[config.mk]
export PLATFORM = sky130hd
export DESIGN_NAME = pdma_seq
export DESIGN_NICKNAME = d
export VERILOG_FILES = /design/src/rtl/pdma_pkg.sv /design/src/rtl/pdma_req_sync.sv /design/src/rtl/pdma_bcnt.sv /design/src/rtl/pdma_seq.sv
export SDC_FILE = /design/constraint.sdc
export NUM_CORES = 1
export LEC_CHECK = 0
export BUFFER_PORTS_ARGS = -buffer_cell sky130_fd_sc_hd__buf_2
export CELL_PAD_IN_SITES_DETAIL_PLACEMENT = 2
export CELL_PAD_IN_SITES_GLOBAL_PLACEMENT = 2
export CORE_MARGIN = 2
export CORE_UTILIZATION = 31
export DETAILED_ROUTE_END_ITERATION = 7
export GPL_ROUTABILITY_DRIVEN = 0
export PLACE_DENSITY_LB_ADDON = 0.1
export SYNTH_ARGS = -nofsm -noshare
export SYNTH_HDL_FRONTEND = slang
export SYNTH_SLANG_ARGS = --single-unit
[constraint.sdc]
create_clock -name clk -period 6.6 [get_ports clk]
set_input_delay 1.98 -clock clk [delete_from_list [all_inputs] [get_ports clk]]
set_output_delay 1.98 -clock clk [all_outputs]
set_load 0.01 [all_outputs]
[src/rtl/pdma_pkg.sv]
package pdma_pkg;

    typedef enum logic [2:0] {
        ST_IDLE  = 3'd0,
        ST_READ  = 3'd1,
        ST_WRITE = 3'd2,
        ST_PAUSE = 3'd3,
        ST_DONE  = 3'd4
    } chan_state_t;

endpackage

[src/rtl/pdma_req_sync.sv]
// Selects one request line, synchronizes it and qualifies it as level or edge.
module pdma_req_sync #(
    parameter int NREQ  = 4,
    parameter int SEL_W = (NREQ > 1) ? $clog2(NREQ) : 1
) (
    input  logic             clk,
    input  logic             rst_n,
    input  logic [NREQ-1:0]  preq,
    input  logic [SEL_W-1:0] route,
    input  logic             edge_mode,
    output logic             trig
);
    logic sel_raw;
    logic [2:0] sync_q;   // [0],[1] synchronizer, [2] history for edge detect

    assign sel_raw = preq[route];

    always_ff @(posedge clk or negedge rst_n) begin
        if (!rst_n) begin
            sync_q <= '0;
        end else begin
            sync_q <= {sync_q[1:0], sel_raw};
        end
    end

    assign trig = edge_mode ? (sync_q[1] & ~sync_q[2]) : sync_q[1];
endmodule

[src/rtl/pdma_bcnt.sv]
// Remaining byte count with saturating decrement.
module pdma_bcnt #(
    parameter int CNT_W = 24,
    parameter int SZ_W  = 3
) (
    input  logic             clk,
    input  logic             rst_n,
    input  logic             load,
    input  logic [CNT_W-1:0] load_val,
    input  logic             dec,
    input  logic [SZ_W-1:0]  dec_bytes,
    output logic [CNT_W-1:0] cnt,
    output logic             last,
    output logic             zero
);
    localparam int PAD_W = CNT_W - SZ_W;

    logic [CNT_W-1:0] step;
    logic [CNT_W-1:0] cnt_next;

    assign step     = {{PAD_W{1'b0}}, dec_bytes};
    assign last     = (step >= cnt);
    assign zero     = (cnt == '0);
    assign cnt_next = last ? '0 : (cnt - step);

    always_ff @(posedge clk or negedge rst_n) begin
        if (!rst_n) begin
            cnt <= '0;
        end else if (load) begin
            cnt <= load_val;
        end else if (dec) begin
            cnt <= cnt_next;
        end
    end
endmodule

[src/rtl/pdma_seq.sv]
module pdma_seq
    import pdma_pkg::*;
#(
    parameter int NREQ  = 4,
    parameter int CNT_W = 24,
    parameter int SZ_W  = 3,
    localparam int SEL_W = (NREQ > 1) ? $clog2(NREQ) : 1
) (
    input  logic             clk,
    input  logic             rst_n,
    input  logic [NREQ-1:0]  preq,
    input  logic [SEL_W-1:0] cfg_route,
    input  logic             cfg_ext_en,
    input  logic             cfg_steal,
    input  logic             cnt_load,
    input  logic [CNT_W-1:0] cnt_value,
    input  logic             done_w1c,
    input  logic [SZ_W-1:0]  xfer_bytes,
    output logic             bus_rd,
    output logic             bus_wr,
    input  logic             bus_ack,
    output logic             busy,
    output logic             done,
    output logic [CNT_W-1:0] bytes_left
);
    chan_state_t state_q, state_d;
    logic trig;
    logic wr_done;
    logic cnt_last;
    logic cnt_zero;
    logic start_ok;

    pdma_req_sync #(.NREQ(NREQ), .SEL_W(SEL_W)) u_sync (
        .clk       (clk),
        .rst_n     (rst_n),
        .preq      (preq),
        .route     (cfg_route),
        .edge_mode (cfg_steal),
        .trig      (trig)
    );

    assign wr_done = (state_q == ST_WRITE) && bus_ack;

    pdma_bcnt #(.CNT_W(CNT_W), .SZ_W(SZ_W)) u_bcnt (
        .clk       (clk),
        .rst_n     (rst_n),
        .load      (cnt_load && (state_q == ST_IDLE)),
        .load_val  (cnt_value),
        .dec       (wr_done),
        .dec_bytes (xfer_bytes),
        .cnt       (bytes_left),
        .last      (cnt_last),
        .zero      (cnt_zero)
    );

    assign start_ok = cfg_ext_en && trig && !cnt_zero;

    // next-state logic
    always_comb begin
        state_d = state_q;
        unique case (state_q)
            ST_IDLE:  if (start_ok) state_d = ST_READ;
            ST_READ:  if (bus_ack)  state_d = ST_WRITE;
            ST_WRITE: begin
                if (bus_ack) begin
                    if (cnt_last)       state_d = ST_DONE;
                    else if (cfg_steal) state_d = ST_PAUSE;
                    else                state_d = ST_READ;
                end
            end
            ST_PAUSE: if (start_ok) state_d = ST_READ;
            ST_DONE:  if (done_w1c) state_d = ST_IDLE;
            default:  state_d = ST_IDLE;
        endcase
    end

    // state register
    always_ff @(posedge clk or negedge rst_n) begin
        if (!rst_n) begin
            state_q <= ST_IDLE;
        end else begin
            state_q <= state_d;
        end
    end

    // outputs
    always_comb begin
        bus_rd = 1'b0;
        bus_wr = 1'b0;
        done   = 1'b0;
        unique case (state_q)
            ST_READ:  bus_rd = 1'b1;
            ST_WRITE: bus_wr = 1'b1;
            ST_DONE:  done   = 1'b1;
            default:  ;
        endcase
        busy = bus_rd | bus_wr;
    end
endmodule

==> impl_metrics.csv <==
group,metric,value,unit
clock_tree,path_clk_slew,70,ps
clock_tree,cts_tree,"done",
critical_path,cp-end-kind,"register",
finish,antenna_cells,0,
logic_synthesis,ys_types,50,
sta,min_period,3960,ps
route,drtPass1Iterations,5,
clock_tree,cts_buffers,5,
logic_synthesis,muxShareOfSynthArea,1.72,%
pwr,p_clk_share,15.0,%
die,coreArea,6030,um2
logic_synthesis,synthXorXnorAreaFrac,4.92,%
grt,gr-total-overflow,0,
logic_synthesis,synth-simple-area-share,29.2,%
sta,slew_violations,0,
sta,max_freq,0.253,GHz
pwr,switchingPower,501,uW
sta,timing_hold_violations_final,0,
sta,worst_pin_slew,1070,ps
critical_path,r2r_slack,3940,ps
clock_tree,cts-root-buf,"clkbuf_8",
sta,setup_viol,0,
critical_path,critPathKind,"in -> reg",
logic_synthesis,yosysMostFrequentCell,"dfrtp_1",
logic_synthesis,synth_area,1960,um2
finish,syn2layout_area_growth,25.0,%
grt,track_usage,20.0,%
logic_synthesis,synth_nets,264,
logic_synthesis,netlist.area_leader.share,38.3,%
route,via_per_inst,5.61,
pwr,p_leak,1.05,nW
sta,rsz0062_at_grt,"no",
sta,relSlewSlack,28.2,%
critical_path,regToRegEndpoint,"u_bcnt.cnt[16]$_DFFE_PN0P_",
critical_path,crit_arrival,4120,ps
grt,grt_pass1_wl,11.3,mm
critical_path,start_kind,"input port",
die,die-area,6970,um2
logic_synthesis,synth-edff-count,0,
critical_path,worstPathRequired,6760,ps
grt,busiest_layer,"met2",
hold_path,min_path_cells,0,
grt,grt_pass1_vias,2193,
flow_run,cap_violations,0,
clock_tree,htree_num_levels,2,
grt,grt_max_degree,31,
sta,period_share,60.0,%
sta,tns,0,ps
critical_path,reg2reg_from,"u_bcnt.cnt[0]$_DFFE_PN0P_",
placed_design,portBuffers,67,
logic_synthesis,ys_top_cells_by_area,"dfrtp_1 38%, nand2_1 5.4%, xnor2_1 4.5%, a22oi_1 3.8%, nand3_1 3.8%",
route,ant_nets,0,
finish,drive_above_1_share,30.8,%
pwr,ir_drop,0.175,mV
logic_synthesis,yosys_most_used_dff,"dfrtp_1",
clock_tree,cts_hold_buf,0,
clock_tree,clock_path_buffers,2,
grt,grt_use_met1,26.9,%
route,wl_per_cell,18.4,um
hold_path,worstHoldStart,"u_sync.sync_q[0]$_DFF_PN0_",
pwr,internal_power,560,uW
logic_synthesis,synthAdderAreaFrac,2.94,%
logic_synthesis,ys_warn_count,0,
pwr,switching_share,47.2,%
clock_tree,post_cts_buffers,0,
route,drc,0,
logic_synthesis,synth_cells,220,
pwr,power_density,433,nW/um2
pwr,seq_power_share,35.8,%
logic_synthesis,synth_top_cell_by_area,"dfrtp_1",
route,drt_iter0_drc,75,
logic_synthesis,async_flop_share,100,%
logic_synthesis,yosys_register_bits,30,
logic_synthesis,ys_top_cells_by_count,"30 x dfrtp_1, 28 x nand2_1, 15 x nand3_1",
grt,grtUsageMet3,3.76,%
die,pin_count,68,
sta,hold_slack,372,ps
finish,finalNetCount,329,
placed_design,pre_cts_ws,2350,ps
placed_design,dp_hpwl,4.81,mm
sta,finClkSkew,4.62,ps
die,start_util,32.5,%
route,routed_wl,6.63,mm
hold_path,hp-class,"reg -> reg",
pwr,pwr-share-comb,49.2,%
grt,use_met2,34.2,%
logic_synthesis,ys_seq_area_share,38.3,%
die,std_cell_rows,28,
logic_synthesis,synth_compound_area_share,18.6,%
critical_path,cp_max_fo,8,
clock_tree,cts_sinks,30,
sta,layout_setup_ws,2640,ps
clock_tree,cts.repair.resized,0,
logic_synthesis,synth_top_family_by_area,"simple AND/OR/NAND/NOR gates",
logic_synthesis,synth_area_per_cell,8.91,um2
route,num_vias,2025,
critical_path,worstRegToRegCells,9,
finish,n_fill_cell,729,
hold_path,min_to,"u_sync.sync_q[1]$_DFF_PN0_",
die,die_h,83.5,um
clock_tree,insertion_delay,280,ps
grt,antenna_found_initial,0,
outcome,outcome,"complete, no violations",
die,die_w,83.5,um
finish,fin_util,40.7,%
critical path, cell delays in order:
cell,delay (ps)
buf_2,80
ha_1,180
inv_1,60
fa_1,400
a21oi_1,310
nand3_1,390
or2_2,420
a31oi_1,180
o211ai_1,120
power groups by stage:
| stage | clock (mW) | sequential (mW) | combinational (mW) |
|---|---|---|---|
| after floorplan | 0 | 0.374 | 0.326 |
| after global placement | 0 | 0.380 | 0.513 |
| after detailed placement | 0 | 0.382 | 0.524 |
| after CTS | 0.165 | 0.381 | 0.530 |
| after global routing | 0.171 | 0.399 | 0.581 |
| final | 0.159 | 0.380 | 0.522 |
metal layers:
metal  vias up  part of all wire, %
li1        960                    -
met1      1018                   48
met3         4                  3.6
met2        43                   48
met5         -                    0
met4         0                 0.26
per-stage QoR:
| stage | instance area, um2 | power (mW) | instances |
|---|---|---|---|
| floorplan | 1960 | 0.701 | 220 |
| global route | 2450 | 1.15 | 361 |
| global placement | 2360 | 0.893 | 353 |
| detailed placement | 2360 | 0.906 | 353 |
| CTS | 2450 | 1.08 | 361 |
| finish | 2450 | 1.06 | 361 |
worst max-delay path by stage:
stage / startpoint / slack (ps) / depth (start not counted) / end
floorplan: xfer_bytes[0] / 2880 / 8 / u_bcnt.cnt[16]$_DFFE_PN0P_
global placement: xfer_bytes[0] / 2500 / 9 / u_bcnt.cnt[9]$_DFFE_PN0P_
detailed placement: xfer_bytes[0] / 2350 / 9 / u_bcnt.cnt[10]$_DFFE_PN0P_
CTS: xfer_bytes[0] / 2660 / 9 / u_bcnt.cnt[16]$_DFFE_PN0P_
global route: xfer_bytes[0] / 2500 / 9 / u_bcnt.cnt[9]$_DFFE_PN0P_
finish: xfer_bytes[0] / 2640 / 9 / u_bcnt.cnt[16]$_DFFE_PN0P_
layout make-up:
type	instances	area (um2)	share of cell area, %
well taps	75	93.8	3.83
flip-flops and latches	30	751	30.6
multi-input cells	170	1130	46.3
inverters	10	37.5	1.53
repair buffers	68	343	14.0
clock inverters	1	5.00	0.204
clock buffers	7	86.3	3.52
cell families after synthesis:
family                   after synthesis
AND/OR/NAND/NOR                      101
AO/OA/AOI/OAI                         52
flip-flops                            30
buffers and inverters                 20
XOR/XNOR                              11
adder cells (fa/ha/maj)                4
multiplexers                           2
state kept, by name (all words and copies together) (netlist names):
register,flops
u_sync.sync_q,3
state_q,3
u_bcnt.cnt,24
layout by cell type (no fill, tap or decap), types with 2 or more instances in the layout:
cell,netlist,routed
and2_1,2,2
a2bb2oi_1,2,2
o211ai_1,5,5
inv_1,10,10
ha_1,3,3
and4_1,2,2
nand2_1,28,28
a31oi_1,5,5
nand4_1,5,5
a22oi_1,10,10
o21ai_1,7,7
clkbuf_8,0,6
xnor2_1,10,10
a21oi_1,4,4
nand4b_1,2,2
buf_2,1,67
nor2_1,9,9
nor3_1,9,9
dfrtp_1,30,30
o21ai_0,6,6
nand3_1,15,15
nor3_2,2,2
and3_1,3,3
or2_2,2,2
or3_1,6,6
nor4_1,10,10
No activity file was read; power rests on OpenSTA's default activity.
